--- src/rtl/morph_stream.sv ---
module morph_stream #(
  parameter int W = 320,
  parameter int H = 200
) (
  input  logic clk,
  input  logic rst_n,
  input  logic dilate,
  input  logic in_valid,
  output logic in_ready,
  input  logic in_pix,
  input  logic in_sof,
  output logic out_valid,
  input  logic out_ready,
  output logic out_pix,
  output logic out_sof,
  output logic out_eol
);
  localparam int NPIX = W * H;
  localparam int DL   = 4 * W + 4;
  localparam int SW   = $clog2(NPIX + 2 * W + 4);
  localparam int CW   = $clog2(W);

  logic          active, mode_q;
  logic [SW-1:0] s;
  logic [CW-1:0] c;
  logic [DL-1:0] dl;
  logic [CW-1:0] ox;
  logic          er, di;

  wire [SW-1:0] lat     = mode_q ? SW'(2 * W + 2) : SW'(W + 1);
  wire          real_px = s < SW'(NPIX);
  wire          emit    = s >= lat;
  wire          last    = s == SW'(NPIX) + lat - SW'(1);
  wire          newpix  = real_px & in_pix;
  wire          feed    = real_px ? in_valid : 1'b1;
  wire [DL:0]   tap     = {dl, newpix};
  wire          step    = active & feed & (~emit | out_ready);
  wire          start   = ~active & in_valid & in_sof;

  assign in_ready  = ~active | (real_px & (~emit | out_ready));
  assign out_valid = active & emit & feed;
  assign out_pix   = mode_q ? di : er;
  assign out_sof   = emit & (s == lat);
  assign out_eol   = ox == CW'(W - 1);

  always_comb begin
    int r;
    r = mode_q ? 2 : 1;
    if (int'(c) >= r) ox = CW'(int'(c) - r);
    else              ox = CW'(int'(c) + W - r);
  end

  always_comb begin
    er = 1'b1;
    for (int j = -1; j <= 1; j++)
      for (int i = -1; i <= 1; i++)
        er &= tap[(1 - j) * W + (1 - i)] & (int'(ox) + i >= 0) & (int'(ox) + i < W);
    di = 1'b0;
    for (int j = -2; j <= 2; j++)
      for (int i = -2; i <= 2; i++)
        di |= tap[(2 - j) * W + (2 - i)] & (int'(ox) + i >= 0) & (int'(ox) + i < W);
  end

  always_ff @(posedge clk or negedge rst_n) begin
    if (!rst_n) begin
      active <= 1'b0;
      mode_q <= 1'b0;
      s      <= '0;
      c      <= '0;
    end else if (start) begin
      active <= 1'b1;
      mode_q <= dilate;
      s      <= SW'(1);
      c      <= CW'(1);
    end else if (step) begin
      s <= s + SW'(1);
      c <= (c == CW'(W - 1)) ? '0 : c + CW'(1);
      if (last) active <= 1'b0;
    end
  end

  always_ff @(posedge clk) begin
    if (start)     dl <= DL'(in_pix);
    else if (step) dl <= {dl[DL-2:0], newpix};
  end
endmodule


--- config.mk ---
export PLATFORM = sky130hd
export DESIGN_NAME = morph_stream
export DESIGN_NICKNAME = d
export VERILOG_FILES = /design/src/rtl/morph_stream.sv
export SDC_FILE = /design/constraint.sdc
export NUM_CORES = 1
export LEC_CHECK = 0
export BUFFER_PORTS_ARGS = -buffer_cell sky130_fd_sc_hd__clkbuf_2
export CAP_MARGIN = 5
export CORE_MARGIN = 2
export CORE_UTILIZATION = 40
export CTS_CLUSTER_DIAMETER = 120
export CTS_CLUSTER_SIZE = 16
export DETAILED_ROUTE_END_ITERATION = 10
export GPL_TIMING_DRIVEN = 0
export PLACE_DENSITY = 0.6
export SLEW_MARGIN = 20
export SYNTH_ARGS = -nofsm -noshare
export SYNTH_HDL_FRONTEND = slang
export SYNTH_SLANG_ARGS = --single-unit
export TNS_END_PERCENT = 50
--- constraint.sdc ---
create_clock -name clk -period 6.7 [get_ports clk]
set_clock_uncertainty 0.1 [all_clocks]
set_input_delay 1.005 -clock clk [delete_from_list [all_inputs] [get_ports clk]]
set_output_delay 1.005 -clock clk [all_outputs]
set_load 0.01 [all_outputs]
==> run summary <==
The boundary pin count was 12; the number of diodes added for antenna fixing was 0. The worst register-to-register path has a setup slack of 2.65 ns. The tools report the critical register-to-register path endpoint as dl[944]$_SDFFE_PP0P_. The number of synthesized flops with an enable pin was 1; the share of synthesized cell area in and, or, nand and nor gates was 0.364. Data on the critical path arrives at its endpoint at 4.97 ns. From synthesis to final layout, the design area changed by 9.38%. The first global-routing pass estimated 148000 µm of wire. The region available for standard cell placement spans 115000 µm². The number of antenna violations at the first check in global routing is 1.

Detailed routing inserted a total of 36400 vias. Timing analysis after detailed placement gives a worst setup slack of 1.39 ns. The total power density per cell area came out at 300 nW/µm². Leading register cell type out of synthesis: dfxtp_1. The clock reaches the later pin of the worst-skew pair after 0.66 ns.

The H-tree was split into 3 levels. The cell count after synthesis came out at 5904. Most area-hungry cell type in the Yosys netlist: dfxtp_1.

Length in cells of the worst reg-to-reg path: 14. The run gives 5 as the length of the first detailed-routing pass in iterations. By count the netlist is led by nand2_1 (2604), nand3_1 (1294), dfxtp_1 (1283), clkbuf_1 (191), buf_1 (123). Part of the total power dissipated in the clock network: 0.330. TritonCTS built the clock tree. The run gives 0.404 as the effective utilization at floorplan.

The element type at the critical path end is an output port. The largest stage delay on the critical path came out at 0.55 ns. The count of nets left with antenna violations once routing finished came out at 0. Proportion of layout cells with a drive suffix above 1: 0.0399.

Cell at the root of the clock tree: clkbuf_16. Fraction of registers with async set/reset: 0.0206. Tracing the worst setup path back leads to its startpoint at mode_q$_DFFE_PN0P_.

The remaining max-slew budget at the tightest pin came out at 0.303. The xor/xnor share of the synthesized area was 0.00398; the fraction of the mapped netlist area in compound gates was 0.0125. For the buffer levels on the longest clock path, the log shows 3. For the power share of the sequential group, the log shows 0.525. The highest net fanout along the worst path is 8, and the share of total power in combinational logic is 0.145. After synthesis, the netlist uses 64 different library cells.

The fraction of post-synthesis cell area in the top cell type by area was 0.555. Total count of hold-check failures in the final report: 0. The final cycle utilization of the critical path is 0.907.

After detailed routing, the met2 layer carries 37000 µm of wire. The net count of the finished layout is 6046. The tools report the post-synth design cell area as 46300 µm². The chip width is 344 µm.

At the end of routability-driven placement, the weighted congestion stood at 0.790. For the count of pins over their slew limit, the log shows 0. The run gives 0 as the remaining design rule violation count.

Entering global routing, the biggest net connects 28 pins. The run gives 0.000180 V as the maximum resistive drop on vdd. Setup repair after global routing left no endpoint under its margin. The run gives 0.570 as the share of the yosys chip area belonging to registers. The mux contribution to synthesized area is 0.000433. Buffers inserted to repair hold after CTS numbered 0. Detailed routing placed a total of 2990 µm of wire on met3. The sum of overflow across all layers after global routing is 0.

The worst setup path is of the register to output port kind. Traced cell by cell, the critical path runs through inv_1 > ha_1 > ha_1 > inv_1 > fa_1 > nor2_1 > nor2_1 > nor4b_1 > o41ai_1 > xnor2_1 > a21oi_1 > nor4_1 > a31oi_1 > a41oi_1 > clkbuf_2. The switching portion of total power was 0.280. The tools report the via count of the first global-routing pass as 32300. Input and output buffers added on the ports amount to 11. The worst setup path is launched from a register. STA puts the critical path data required time at 5.59 ns. After clock tree synthesis, the clock-pin slew on the worst setup and hold paths is 0.08 ns. The highest metal layer with signal wires is met4. When the netlist entered floorplanning its net count stood at 5942. Following the worst setup path forward leads to its endpoint at out_pix. The smallest clock period supported by the final layout is computed as 6.08 ns. The logs give 0 for the count of maximum capacitance violations and 84900 µm for the overall routed net length. For the share of the core filled with cells in the final layout, the log shows 0.442. The startpoint identified for the worst register-to-register timing path is mode_q$_DFFE_PN0P_. On the final layout, the worst hold slack is 0.280 ns.

Post-placement cell area: 48200 µm². The tools report the total routing resource utilization after global routing as 0.142. The clock drives 1311 sinks. Met1 routed wirelength after detailed routing: 43400 µm. During synthesis, Yosys emitted a total of 0 warnings.

The logs give 0.00426 W for the net switching power figure and 50600 µm² for the post-layout instance area. Final count of negative-setup-slack endpoints: 0. The die span in y works out to 344 µm. Most common cell in the netlist: nand2_1. Synthesis inferred 1311 register bits. The internal power summed over all cells is 0.0110 W, and the synthesized area per cell is 7.84 µm².

Timing would allow up to 0.164 GHz. Once the clock tree was built, the setup fixing pass inserted 0 buffers. The aggregate negative setup slack was 0 ns; the number of buffers added by the clock tree synthesis step was 91. Gates resized during post-CTS repair numbered 0.

The via-per-instance ratio came out at 4.84. In this run the worst hold path is classified as input pin to async pin. The half-perimeter wire length after detailed placement is 52400 µm. The leakage power figure came out at 24.1 nW. The floorplan has 124 rows. The run finished with clean final reports. After synthesis, the cell types taking the most area are dfxtp_1 (56%), nand2_1 (21%), nand3_1 (14%). By area, the combinational part of the netlist is dominated by simple AND/OR/NAND/NOR gates. Among all stages on the critical path, the largest delay is contributed by dfrtp_1.

The adder-cell area share of the yosys netlist is 0.00871, and the violation count after the first detailed-routing iteration is 2484. The worst-case setup margin in the final layout was 0.621 ns; the overall die area was 118000 µm². The detailed-route wire length per cell works out to 11.3 µm. The slew at the pin closest to its max-slew limit was 1.05 ns.
power groups by stage:
stage	Combinational, W	Sequential (W)	Clock (W)
after CTS	0.00222	0.00797	0.00526
after detailed placement	0.00221	0.00816	0
after floorplan	0.00163	0.00813	0
after global placement	0.00220	0.00816	0
final	0.00221	0.00798	0.00502
after global routing	0.00249	0.00799	0.00552
per-stage QoR:
step / power [W] / std cells
6_report: 0.0152 / 7529
5_1_grt: 0.0160 / 7529
4_1_cts: 0.0155 / 7529
3_5_place_dp: 0.0104 / 7427
3_3_place_gp: 0.0104 / 7427
2_1_floorplan: 0.00976 / 5904
logic make-up after synthesis:
family / Yosys count
compound gates: 82
xor+xnor: 21
fa+ha+maj: 31
buf+inv: 457
flops: 1311
mux: 2
simple gates: 4000
critical path, delay by kind of cell, from the launching register on:
family | cells | cell delay [ns]
adder cells (fa/ha/maj) | 3 | 1.08
AND/OR/NAND/NOR | 4 | 0.82
XOR/XNOR | 1 | 0.42
AO/OA/AOI/OAI | 4 | 0.90
buffers and inverters | 3 | 0.55
flip-flops | 1 | 0.55
sequential cells by signal (all words and copies together) (netlist names):
signal / count
s: 16
dl: 1284
active: 1
c: 9
mode_q: 1
placed cells by master, fill, tap and decap left out, types with 4 or more instances in the layout:
cell type / instances
and3_1: 4
nand2_1: 2604
nor2_1: 35
o31ai_1: 5
o211ai_1: 8
a31oi_1: 6
nor2b_1: 4
ha_1: 29
nand2b_1: 10
xnor2_1: 18
nand4_1: 7
nor4_1: 12
clkbuf_2: 11
buf_1: 123
clkbuf_16: 92
buf_2: 122
dfxtp_1: 1283
clkbuf_1: 197
or4_1: 6
inv_1: 20
nor3_1: 7
o21ai_0: 13
or2_2: 4
a21oi_1: 14
dfrtp_1: 27
nand3_1: 1294
final cells by class:
class	instances	area [µm²]
multi-input combinational	4136	18000
tap	1512	1890
inverter	20	75.1
clock buffer	98	2320
buffer	437	1800
fill	11400	63900
sequential	1311	26400
clock inverter	4	68.8
timing repair buffer	11	55.1
routing by layer:
layer / track usage / up-vias
li1: - / 19200
met1: 0.201 / 16800
met2: 0.228 / 390
met5: 0 / -
met3: 0.0231 / 102
met4: 0.0347 / 0
worst min path at each step:
stage                               start                     to  depth (start not counted)
finish                              rst_n       c[7]$_DFFE_PN0P_                          1
floorplan            dl[999]$_SDFFE_PP0P_  dl[1000]$_SDFFE_PP0P_                          2
global placement      dl[94]$_SDFFE_PP0P_    dl[95]$_SDFFE_PP0P_                          2
global route                        rst_n       s[2]$_DFFE_PN0P_                          1
detailed placement  dl[1050]$_SDFFE_PP0P_  dl[1051]$_SDFFE_PP0P_                          2
CTS                                 rst_n       s[2]$_DFFE_PN0P_                          1
Power figures use the tool's default switching activity.
